## src/rtl/chan_swizzle.sv

```systemverilog
module chan_swizzle #(
  parameter int AW = 32,
  parameter int CW = 32,
  parameter int RW = 16,
  parameter int ARR_LSB = 0,
  parameter int XDIS_BIT = 4,
  parameter int SEL17_BIT = 5
) (
  input  logic          clk,
  input  logic          rst_n,
  input  logic          cfg_load,
  input  logic          cfg_src,
  input  logic [CW-1:0] cfg_word,
  input  logic [RW-1:0] rank_a,
  input  logic [RW-1:0] rank_b,
  input  logic          in_valid,
  input  logic [AW-1:0] in_addr,
  input  logic [1:0]    in_tile,
  output logic          out_valid,
  output logic [AW-1:0] out_addr,
  output logic [2:0]    out_mode,
  output logic          out_untiled
);
  localparam logic [2:0] M_NONE = 3'd0, M_9 = 3'd1, M_9_10 = 3'd2, M_9_11 = 3'd3,
                         M_9_10_11 = 3'd4, M_9_17 = 3'd5, M_9_10_17 = 3'd6, M_UNK = 3'd7;
  localparam logic [AW-1:0] BIT6 = AW'(1) << 6;

  initial if (AW < 18) $error("chan_swizzle: AW must cover bit 17");

  logic [2:0] dec_x, dec_y, mode_x, mode_y, sel, use_mode, rep_mode;
  logic       tiled, unk, flip;

  always_comb begin
    dec_x = M_NONE;
    dec_y = M_NONE;
    if (cfg_src) begin
      if (rank_a == rank_b) begin
        dec_x = M_9_10;
        dec_y = M_9;
      end
    end else if (&cfg_word) begin
      dec_x = M_UNK;
      dec_y = M_UNK;
    end else if (cfg_word[ARR_LSB +: 2] == 2'd2) begin
      if (cfg_word[XDIS_BIT]) begin
        dec_x = M_9_10;
        dec_y = M_9;
      end else if (!cfg_word[SEL17_BIT]) begin
        dec_x = M_9_10_11;
        dec_y = M_9_11;
      end else begin
        dec_x = M_9_10_17;
        dec_y = M_9_17;
      end
    end
  end

  always_ff @(posedge clk or negedge rst_n)
    if (!rst_n) begin
      mode_x <= M_UNK;
      mode_y <= M_UNK;
    end else if (cfg_load) begin
      mode_x <= dec_x;
      mode_y <= dec_y;
    end

  assign tiled    = (in_tile == 2'd1) || (in_tile == 2'd2);
  assign sel      = (in_tile == 2'd2) ? mode_y : mode_x;
  assign unk      = tiled && (sel == M_UNK);
  assign use_mode = (tiled && !unk) ? sel : M_NONE;

  always_comb begin
    case (use_mode)
      M_9:       flip = in_addr[9];
      M_9_10:    flip = in_addr[9] ^ in_addr[10];
      M_9_11:    flip = in_addr[9] ^ in_addr[11];
      M_9_10_11: flip = in_addr[9] ^ in_addr[10] ^ in_addr[11];
      M_9_17:    flip = in_addr[9] ^ in_addr[17];
      M_9_10_17: flip = in_addr[9] ^ in_addr[10] ^ in_addr[17];
      default:   flip = 1'b0;
    endcase
    case (use_mode)
      M_9_17:    rep_mode = M_9;
      M_9_10_17: rep_mode = M_9_10;
      default:   rep_mode = use_mode;
    endcase
  end

  always_ff @(posedge clk or negedge rst_n)
    if (!rst_n) begin
      out_valid   <= 1'b0;
      out_addr    <= '0;
      out_mode    <= M_NONE;
      out_untiled <= 1'b0;
    end else begin
      out_valid <= in_valid;
      if (in_valid) begin
        out_addr    <= in_addr ^ (flip ? BIT6 : '0);
        out_mode    <= rep_mode;
        out_untiled <= unk;
      end
    end

  p_other_bits_r9: assert property (@(posedge clk) disable iff (!rst_n)
    out_valid |-> ((out_addr ^ $past(in_addr)) & ~BIT6) == '0);
  p_valid_lat_r9: assert property (@(posedge clk) disable iff (!rst_n)
    out_valid == $past(in_valid));
  p_hidden17_r4: assert property (@(posedge clk) disable iff (!rst_n)
    out_valid |-> out_mode <= M_9_10_11);
  p_flag_pass_r6: assert property (@(posedge clk) disable iff (!rst_n)
    (out_valid && out_untiled) |-> (out_mode == M_NONE && out_addr == $past(in_addr)));
  p_untiled_r8: assert property (@(posedge clk) disable iff (!rst_n)
    (in_valid && !tiled) |=> (out_mode == M_NONE && !out_untiled && out_addr == $past(in_addr)));
  p_hold_r10: assert property (@(posedge clk) disable iff (!rst_n)
    !$past(cfg_load) |-> ($stable(mode_x) && $stable(mode_y)));
endmodule

```

## config.mk

```make
export PLATFORM = sky130hd
export DESIGN_NAME = chan_swizzle
export DESIGN_NICKNAME = d
export VERILOG_FILES = /design/src/rtl/chan_swizzle.sv
export SDC_FILE = /design/constraint.sdc
export NUM_CORES = 1
export LEC_CHECK = 0
export BUFFER_PORTS_ARGS = -buffer_cell sky130_fd_sc_hd__buf_2
export CAP_MARGIN = 10
export CORE_MARGIN = 2
export CORE_UTILIZATION = 25
export CTS_BUF_LIST = sky130_fd_sc_hd__clkbuf_8
export DETAILED_ROUTE_END_ITERATION = 16
export PLACE_DENSITY_LB_ADDON = 0.12
export RECOVER_POWER = 25
export SYNTH_ARGS = -nofsm -noshare
export SYNTH_HDL_FRONTEND = slang
export SYNTH_SLANG_ARGS = --single-unit
```

## constraint.sdc

```tcl
create_clock -name clk -period 2.06 [get_ports clk]
set_input_delay 0.618 -clock clk [delete_from_list [all_inputs] [get_ports clk]]
set_output_delay 0.618 -clock clk [all_outputs]
set_load 0.05 [all_outputs]
```

Word level (Yosys, flattened, before mapping)

Index checks and enable logic that the tools add are counted.

Register bits after elaboration: 43
Bits of input ports: 103
Output and inout bits: 37
Word-level logic and storage cells: 45

Eq/ne operators: 11
Mux-type cells: 17
Bitwise operators: 6
Reduce and logical (&&, ||, !) cells: 5

Operators by type and width:

| cell               | count |
|---|---|
| $mux 3             | 11 |
| $reduce_and 32->1  | 1 |
| $xor 32x7->32      | 1 |
| $eq 16x16->1       | 1 |
| $eq 3x3->1 const B | 4 |
| $mux 7             | 1 |
| $eq 3x2->1 const B | 2 |
| $pmux 1 s6         | 1 |
| $pmux 3 s2         | 1 |
| $xor 1x1->1        | 5 |
| $eq 2x2->1 const B | 2 |
| $mux 2             | 2 |
| $eq 3x1->1 const B | 1 |
| $eq 2x1->1 const B | 1 |
| $logic_and 1x1->1  | 2 |
| $logic_not 1->1    | 1 |
| $logic_or 1x1->1   | 1 |
| $mux 1             | 1 |

Depth between registers and ports, before layout

Gate-level depths: netlist of run 1.

Depth in word-level cells: 11
Mapped depth: 9
Gate-level depth less buffers: 8

Worst setup path before layout of run 1

Ideal clock, no wire load.

Path kind: input-to-reg
Start point: in in_tile[0]
End point: reg out_addr[6]
Library setup time: 126 ps
Data arrival time: 2164 ps
Slack: -230 ps
Stages: 8
Cells stage by stage: inv_1 -> ha_1 -> mux2_4 -> a211oi_2 -> mux2i_1 -> xnor2_1 -> o2111a_1 -> a221o_1

Longest elaborated chain between the ends: 11

RTL lines:

| item                               | RTL line | text |
|---|---|---|
| from (decl)                        | 18       | `input logic [1:0] in_tile,` |
| $eq 2x2->1                         | 67, 68   |  |
| $mux 3                             | 68       | `assign sel = (in_tile == 2'd2) ? mode_y : mode_x;` |
| $eq 3x3->1                         | 69       | `assign unk = tiled && (sel == M_UNK);` |
| $logic_and 1x1->1                  | 69       |  |
| $logic_not 1->1                    | 70       | `assign use_mode = (tiled && !unk) ? sel : M_NONE;` |
| $logic_and 1x1->1                  | 70       |  |
| $mux 3 (*)                         | 70       |  |
| $eq 3x3->1 (tied with other cells) | 73       | `case (use_mode)` |
| $pmux 1 s6 (*)                     | 73       |  |
| $mux 7 (*)                         | 98       | `out_addr <= in_addr ^ (flip ? BIT6 : '0);` |
| $xor 32x7->32 (*)                  | 98       |  |
| to (signal assigned)               | 98       |  |
| to (decl)                          | 20       | `output logic [AW-1:0] out_addr,` |

Mark *: on every way between the ends. The rest lies on a longest branch, timed or not.
A chain may end at the register's enable or synchronous reset.

Final worst setup path of run 1

Ends and elaborated chain as after synthesis.

==> results.yml, run 1 <==
global_routing:
  track_usage: 0.123
  grt_pass1_wl_um: 9520
  grt_max_degree: 21
  antenna_found_initial: 0
  overflow: 0
  grt_pass1_vias: 2060
worst_setup_path:
  cp_slowest_cell: "mux2_4"
  cp_num_buf_inv: 2
  crit_chain: "buf_8 -> clkinv_8 -> ha_4 -> mux2_4 -> a211oi_4 -> mux2i_1 -> xnor2_1 -> o2111a_1 -> a221o_1"
  cp-end-kind: "register"
  arrival_ns: 2.24
  cp-start-kind: "input pin"
  crit_required_ns: 2.24
  cp_slowest_stage_delay_ns: 0.32
  crit_fanout: 3
  critPathTopFamily: "compound AO/OA/AOI/OAI gates"
  crit_type: "input pin to register"
timing:
  max_freq_ghz: 0.485
  finClkSkew_ns: 0.00756
  post-route-min-period_ns: 2.06
  rsz0062_at_grt: "yes"
  max_slew_margin: 0.430
  hold_viol_final: 0
  finalCritPeriodShare: 1.00
  drv_slew: 0
  finalSetupViolations: 1
  layout_setup_ws_ns: -0.00306
  worst_pin_slew_ns: 0.855
synthesis:
  ys_types: 41
  synth_nets: 281
  synth-seq-cells: 43
  syn-cell-area_um2: 2150
  yosysWarnings: 0
  ys_seq_area_frac: 0.504
  syn_avg_cell_area_um2: 12.1
  netlist_instances: 177
die:
  die_area_um2: 9350
  die_y_um: 96.7
  rows: 33
  io_pins: 140
  die_x_um: 96.7
  fp.coreArea_um2: 8260
  start_util: 0.260
drt:
  drtIter0Drc: 15
  ant_nets: 0
  via_per_inst: 4.50
  vias: 1979
  dr.pass1.iters: 4
  wire_per_inst_um: 12.7
  drc: 0
  drt-total-wl_um: 5570
pwr:
  peakVddDrop_v: 0.000213
  powerDensity_nw_per_um2: 660
  p_total_mw: 2.13
  p_leak_nw: 1.52
outcome:
  status: "complete, but fails checks"
  failed_checks: "setup timing"
cells_and_area:
  fill_cells: 835
  final_common_cell: "buf_2"
  fin_util: 0.391
  final_cell_area_um2: 3230
  mostFrequentLayoutCells: "buf_2, dfrtp_1, mux2_2"
  drive_gt1_frac: 0.615
  diodes: 0
  areaGrowthSynthToFinish_pct: 50.1
  final_nets: 438
placement:
  io_buffers: 139
  gp_congestion: 0.750
  place_hpwl_um: 4640
  dpl_cell_area_um2: 3120
job:
  cap_violations: 0
cts:
  cts_setup_buffers: 0
  cts_hold_buf: 0
  cts_root_buf: "clkbuf_8"
  clk_pin_slew_ns: 0.08
  cts_tree: "done"
  clockBufferDepth: 2
  cts_htree_levels: 2
  clock_latency_ns: 0.29
  clock-sinks: 43
  numCtsBuffers: 5
hold_path:
  hold_path.class: "input pin to async pin"
-- kinds of logic (layout without fill, tap and decap cells) --
| group | Yosys count | after routing | share of synthesized area |
|---|---|---|---|
| compound gates | 21 | 21 | 0.0810 |
| xor+xnor | 18 | 18 | 0.0734 |
| fa+ha+maj | 1 | 1 | 0.00582 |
| buf+inv | 13 | 171 | 0.0245 |
| flops | 43 | 43 | 0.504 |
| mux | 36 | 36 | 0.188 |
| simple gates | 45 | 45 | 0.123 |
-- cells in the mapped netlist, drive strengths merged --
library cell	count	area share
clkbuf	2	0.0035
o21bai	1	0.0035
a211oi	1	0.0058
nand3b	2	0.0070
nor2b	6	0.017
o2bb2ai	1	0.0041
a32oi	1	0.0076
o41ai	1	0.0041
nor4	3	0.0087
nor2	7	0.012
o21ai	5	0.012
a221o	1	0.0047
xnor2	14	0.057
o22ai	2	0.0058
xor2	4	0.016
dfrtp	37	0.43
or3	1	0.0029
a2111o	1	0.0052
nand2	4	0.0070
o221ai	2	0.0082
nand3	5	0.014
nand2b	1	0.0029
nor4b	1	0.0041
nor3	1	0.0023
ha	1	0.0058
and3b	2	0.0082
mux2i	4	0.019
dfstp	6	0.073
mux2	32	0.17
o31ai	2	0.0070
a41o	1	0.0052
buf	3	0.0070
nand4	10	0.029
inv	8	0.014
o2111a	1	0.0052
nor3b	2	0.0070
a31oi	1	0.0029
-- repair_timing --
| item | CTS | global route |
|---|---|---|
| pin swaps | 4 | 0 |
| gates resized for setup | 5 | 3 |
| setup endpoints to repair | 1 | 1 |
-- where the power goes --
part,internal [mW],switching (mW)
Combinational,0.245,0.411
Clock,0.232,0.285
Sequential,0.920,0.0348
Total,1.40,0.731
-- layer usage --
layer	part of all wire	GRT usage	routed length, um
met5	0	0	0
met3	0.070	0.0289	392
met4	0.0099	0.0379	55
met1	0.41	0.147	2300
met2	0.51	0.218	2820
-- sequential cells by signal, indices dropped and copies added, names as in the netlist --
signal	flops
mode_x	3
mode_y	3
out_addr	32
out_mode	3
out_untiled	1
out_valid	1
-- layout make-up --
type	count	area (um^2)	area share
Clock inverter	3	16.3	0.00504
Clock buffer	5	68.8	0.0213
Timing Repair Buffer	155	838	0.260
Sequential cell	43	1080	0.336
Multi-Input combinational cell	121	1040	0.324
Inverter	8	42.5	0.0132
Tap cell	105	131	0.0407
-- metrics by stage --
stage / cells / hold WS, ns / setup TNS (ns) / setup WS, ns
floorplan: 177 / 0.322 / -0.115 / -0.115
global placement: 432 / 0.469 / -0.364 / -0.364
detailed placement: 432 / 0.465 / -0.383 / -0.383
CTS: 440 / 0.246 / -0.0110 / -0.0110
global route: 440 / 0.492 / -0.0687 / -0.0687
finish: 440 / 0.407 / -0.00306 / -0.00306
-- final timing paths --
check / start / to / slack (ns) / cells past startpoint
setup / recovery: in_tile[0] / out_addr[6]$_DFFE_PN0P_ / -0.003 / 9
hold / removal: rst_n / out_mode[0]$_DFFE_PN0P_ / 0.41 / 1
setup reg to reg: mode_x[2]$_DFFE_PN1P_ / out_addr[6]$_DFFE_PN0P_ / 0.14 / 6
hold reg to reg: out_mode[2]$_DFFE_PN0P_ / out_mode[2]$_DFFE_PN0P_ / 0.49 / 1
max in group asynchronous: rst_n / out_addr[12]$_DFFE_PN0P_ / 0.67 / 2
min in group clk: out_mode[2]$_DFFE_PN0P_ / out_mode[2]$_DFFE_PN0P_ / 0.49 / 1
(Power assumes the default switching activity.)
==> run 2, diff against run 1 <==
Settings changed: CELL_PAD_IN_SITES_DETAIL_PLACEMENT set to 0, CELL_PAD_IN_SITES_GLOBAL_PLACEMENT set to 1, CORE_MARGIN 2 to not set.
==> results.yml, run 2 (synthesis results as in run 1) <==
cells_and_area:
  final_nets: 437
  drive_gt1_frac: 0.617
  mostFrequentLayoutCells: "buf_2, dfrtp_1, mux2_2"
  final_cells: 439
  largest-register: "out_addr"
  areaGrowthSynthToFinish_pct: 50.5
  fin_util: 0.392
  diodes: 0
  largest_reg_flops: 32
  final_common_cell: "buf_2"
placement:
  place_hpwl_um: 4380
  gp_congestion: 0.730
  preCtsSetupSlack_ns: -0.378
  placed_cells: 431
  io_buffers: 139
cts:
  numCtsBuffers: 5
  clockBufferDepth: 2
  clock_latency_ns: 0.29
  cts_root_buf: "clkbuf_8"
  cts_tree: "done"
  clock-sinks: 43
  cts_htree_levels: 2
  cts_hold_buf: 0
  clk_pin_slew_ns: 0.08
outcome:
  failed_checks: "setup timing"
  status: "complete, but fails checks"
worst_setup_path:
  regToRegEndpoint: "out_addr[6]$_DFFE_PN0P_"
  arrival_ns: 2.24
  cp-end-kind: "register"
  cp-start-kind: "input pin"
  critPathCapture: "out_addr[6]$_DFFE_PN0P_"
  crit_fanout: 3
  critPathLaunch: "in_tile[0]"
  crit_required_ns: 2.24
  crit_type: "input pin to register"
  rr_worst_depth: 6
  timing.rr.start: "mode_y[1]$_DFFE_PN1P_"
  rrSetupSlack_ns: 0.12
global_routing:
  antenna_found_initial: 0
  grt_max_degree: 29
  overflow: 0
  grt_pass1_vias: 1944
  track_usage: 0.123
  grt_pass1_wl_um: 8670
timing:
  drv_slew: 0
  worst_pin_slew_ns: 0.884
  finClkSkew_ns: 0.00373
  finalSetupViolations: 1
  post-route-min-period_ns: 2.06
  layout_setup_ws_ns: -0.00258
  rsz0062_at_grt: "yes"
  max_slew_margin: 0.411
  hold_viol_final: 0
  max_freq_ghz: 0.485
  finalCritPeriodShare: 1.00
drt:
  drtIter0Drc: 46
  drc: 0
  dr.pass1.iters: 2
  ant_nets: 0
  via_per_inst: 4.37
  drt-total-wl_um: 5360
  vias: 1917
  wire_per_inst_um: 12.2
hold_path:
  hold_path.class: "input pin to async pin"
job:
  cap_violations: 0
die:
  die_x_um: 94.7
  die_y_um: 94.7
  io_pins: 140
  die_area_um2: 8970
  start_util: 0.260
  fp.coreArea_um2: 8260
  rows: 33
pwr:
  peakVddDrop_v: 0.000275
  powerDensity_nw_per_um2: 698
  p_leak_nw: 1.53
==> run 2: changes by cell type in the layout (fill, tap and decap cells not counted) <==
cell / before / now
buf_6: 1 / 0
bufinv_16: 0 / 1
clkinv_4: 0 / 1
clkinvlp_4: 1 / 0
inv_1: 8 / 7
mux2i_1: 4 / 3
mux2i_2: 0 / 1
nand3_2: 0 / 1
nand3_4: 1 / 0
o31ai_1: 1 / 2
o31ai_2: 1 / 0
==> run 2: power by group <==
group	leakage [nW]	switching, mW	internal, mW
Clock	0.0581	0.291	0.361
Combinational	0.968	0.409	0.242
Sequential	0.504	0.0336	0.920
Total	1.53	0.733	1.52
==> run 2: metal layers <==
| metal | vias up | global-route usage | routed length (um) |
|---|---|---|---|
| met5 | - | 0 | 0 |
| met4 | 0 | 0.0379 | 37 |
| met3 | 4 | 0.0306 | 365 |
| met2 | 86 | 0.206 | 2490 |
| met1 | 868 | 0.156 | 2470 |
| li1 | 959 | - | - |
==> run 2: worst max-delay path, stage by stage <==
cell	delay (ns)
buf_8	0.09
clkinv_8	0.04
ha_4	0.15
mux2_4	0.31
a211oi_4	0.18
mux2i_1	0.25
xnor2_1	0.11
o2111a_1	0.24
a221o_1	0.25
==> run 2: final cells by class <==
class                   count  area [um^2]
clock buffers               5         68.8
clock inverters             3         43.8
fillers                   837         5020
inverters                   8         42.5
multi-input cells         121         1040
flip-flops and latches     43         1080
well taps                 105          131
repair buffers            154          827
==> run 2: how the worst min path moves through the flow <==
stage	startpoint	end	cells after the start
5_1_grt	rst_n	out_mode[0]$_DFFE_PN0P_	1
4_1_cts	rst_n	out_mode[0]$_DFFE_PN0P_	1
2_1_floorplan	rst_n	out_addr[0]$_DFFE_PN0P_	0
3_3_place_gp	out_mode[1]$_DFFE_PN0P_	out_mode[1]$_DFFE_PN0P_	2
3_5_place_dp	out_mode[2]$_DFFE_PN0P_	out_mode[2]$_DFFE_PN0P_	1
6_report	rst_n	out_mode[0]$_DFFE_PN0P_	1
==> run 2: timing repair <==
action / CTS / global route
resized for setup: 4 / 2
pin swaps: 4 / 0
setup endpoints to repair: 1 / 1
buffers inserted: 0 / 0
==> run 2: metrics by stage <==
stage | TNS, ns | cell area (um^2) | total power, mW | hold WS [ns]
4_1_cts | -0.00816 | 3240 | 2.31 | 0.246
6_report | -0.00258 | 3230 | 2.26 | 0.421
2_1_floorplan | -0.115 | 2170 | 1.38 | 0.322
3_3_place_gp | -0.373 | 3110 | 1.62 | 0.466
3_5_place_dp | -0.378 | 3110 | 1.63 | 0.472
5_1_grt | -0.114 | 3230 | 2.39 | 0.480
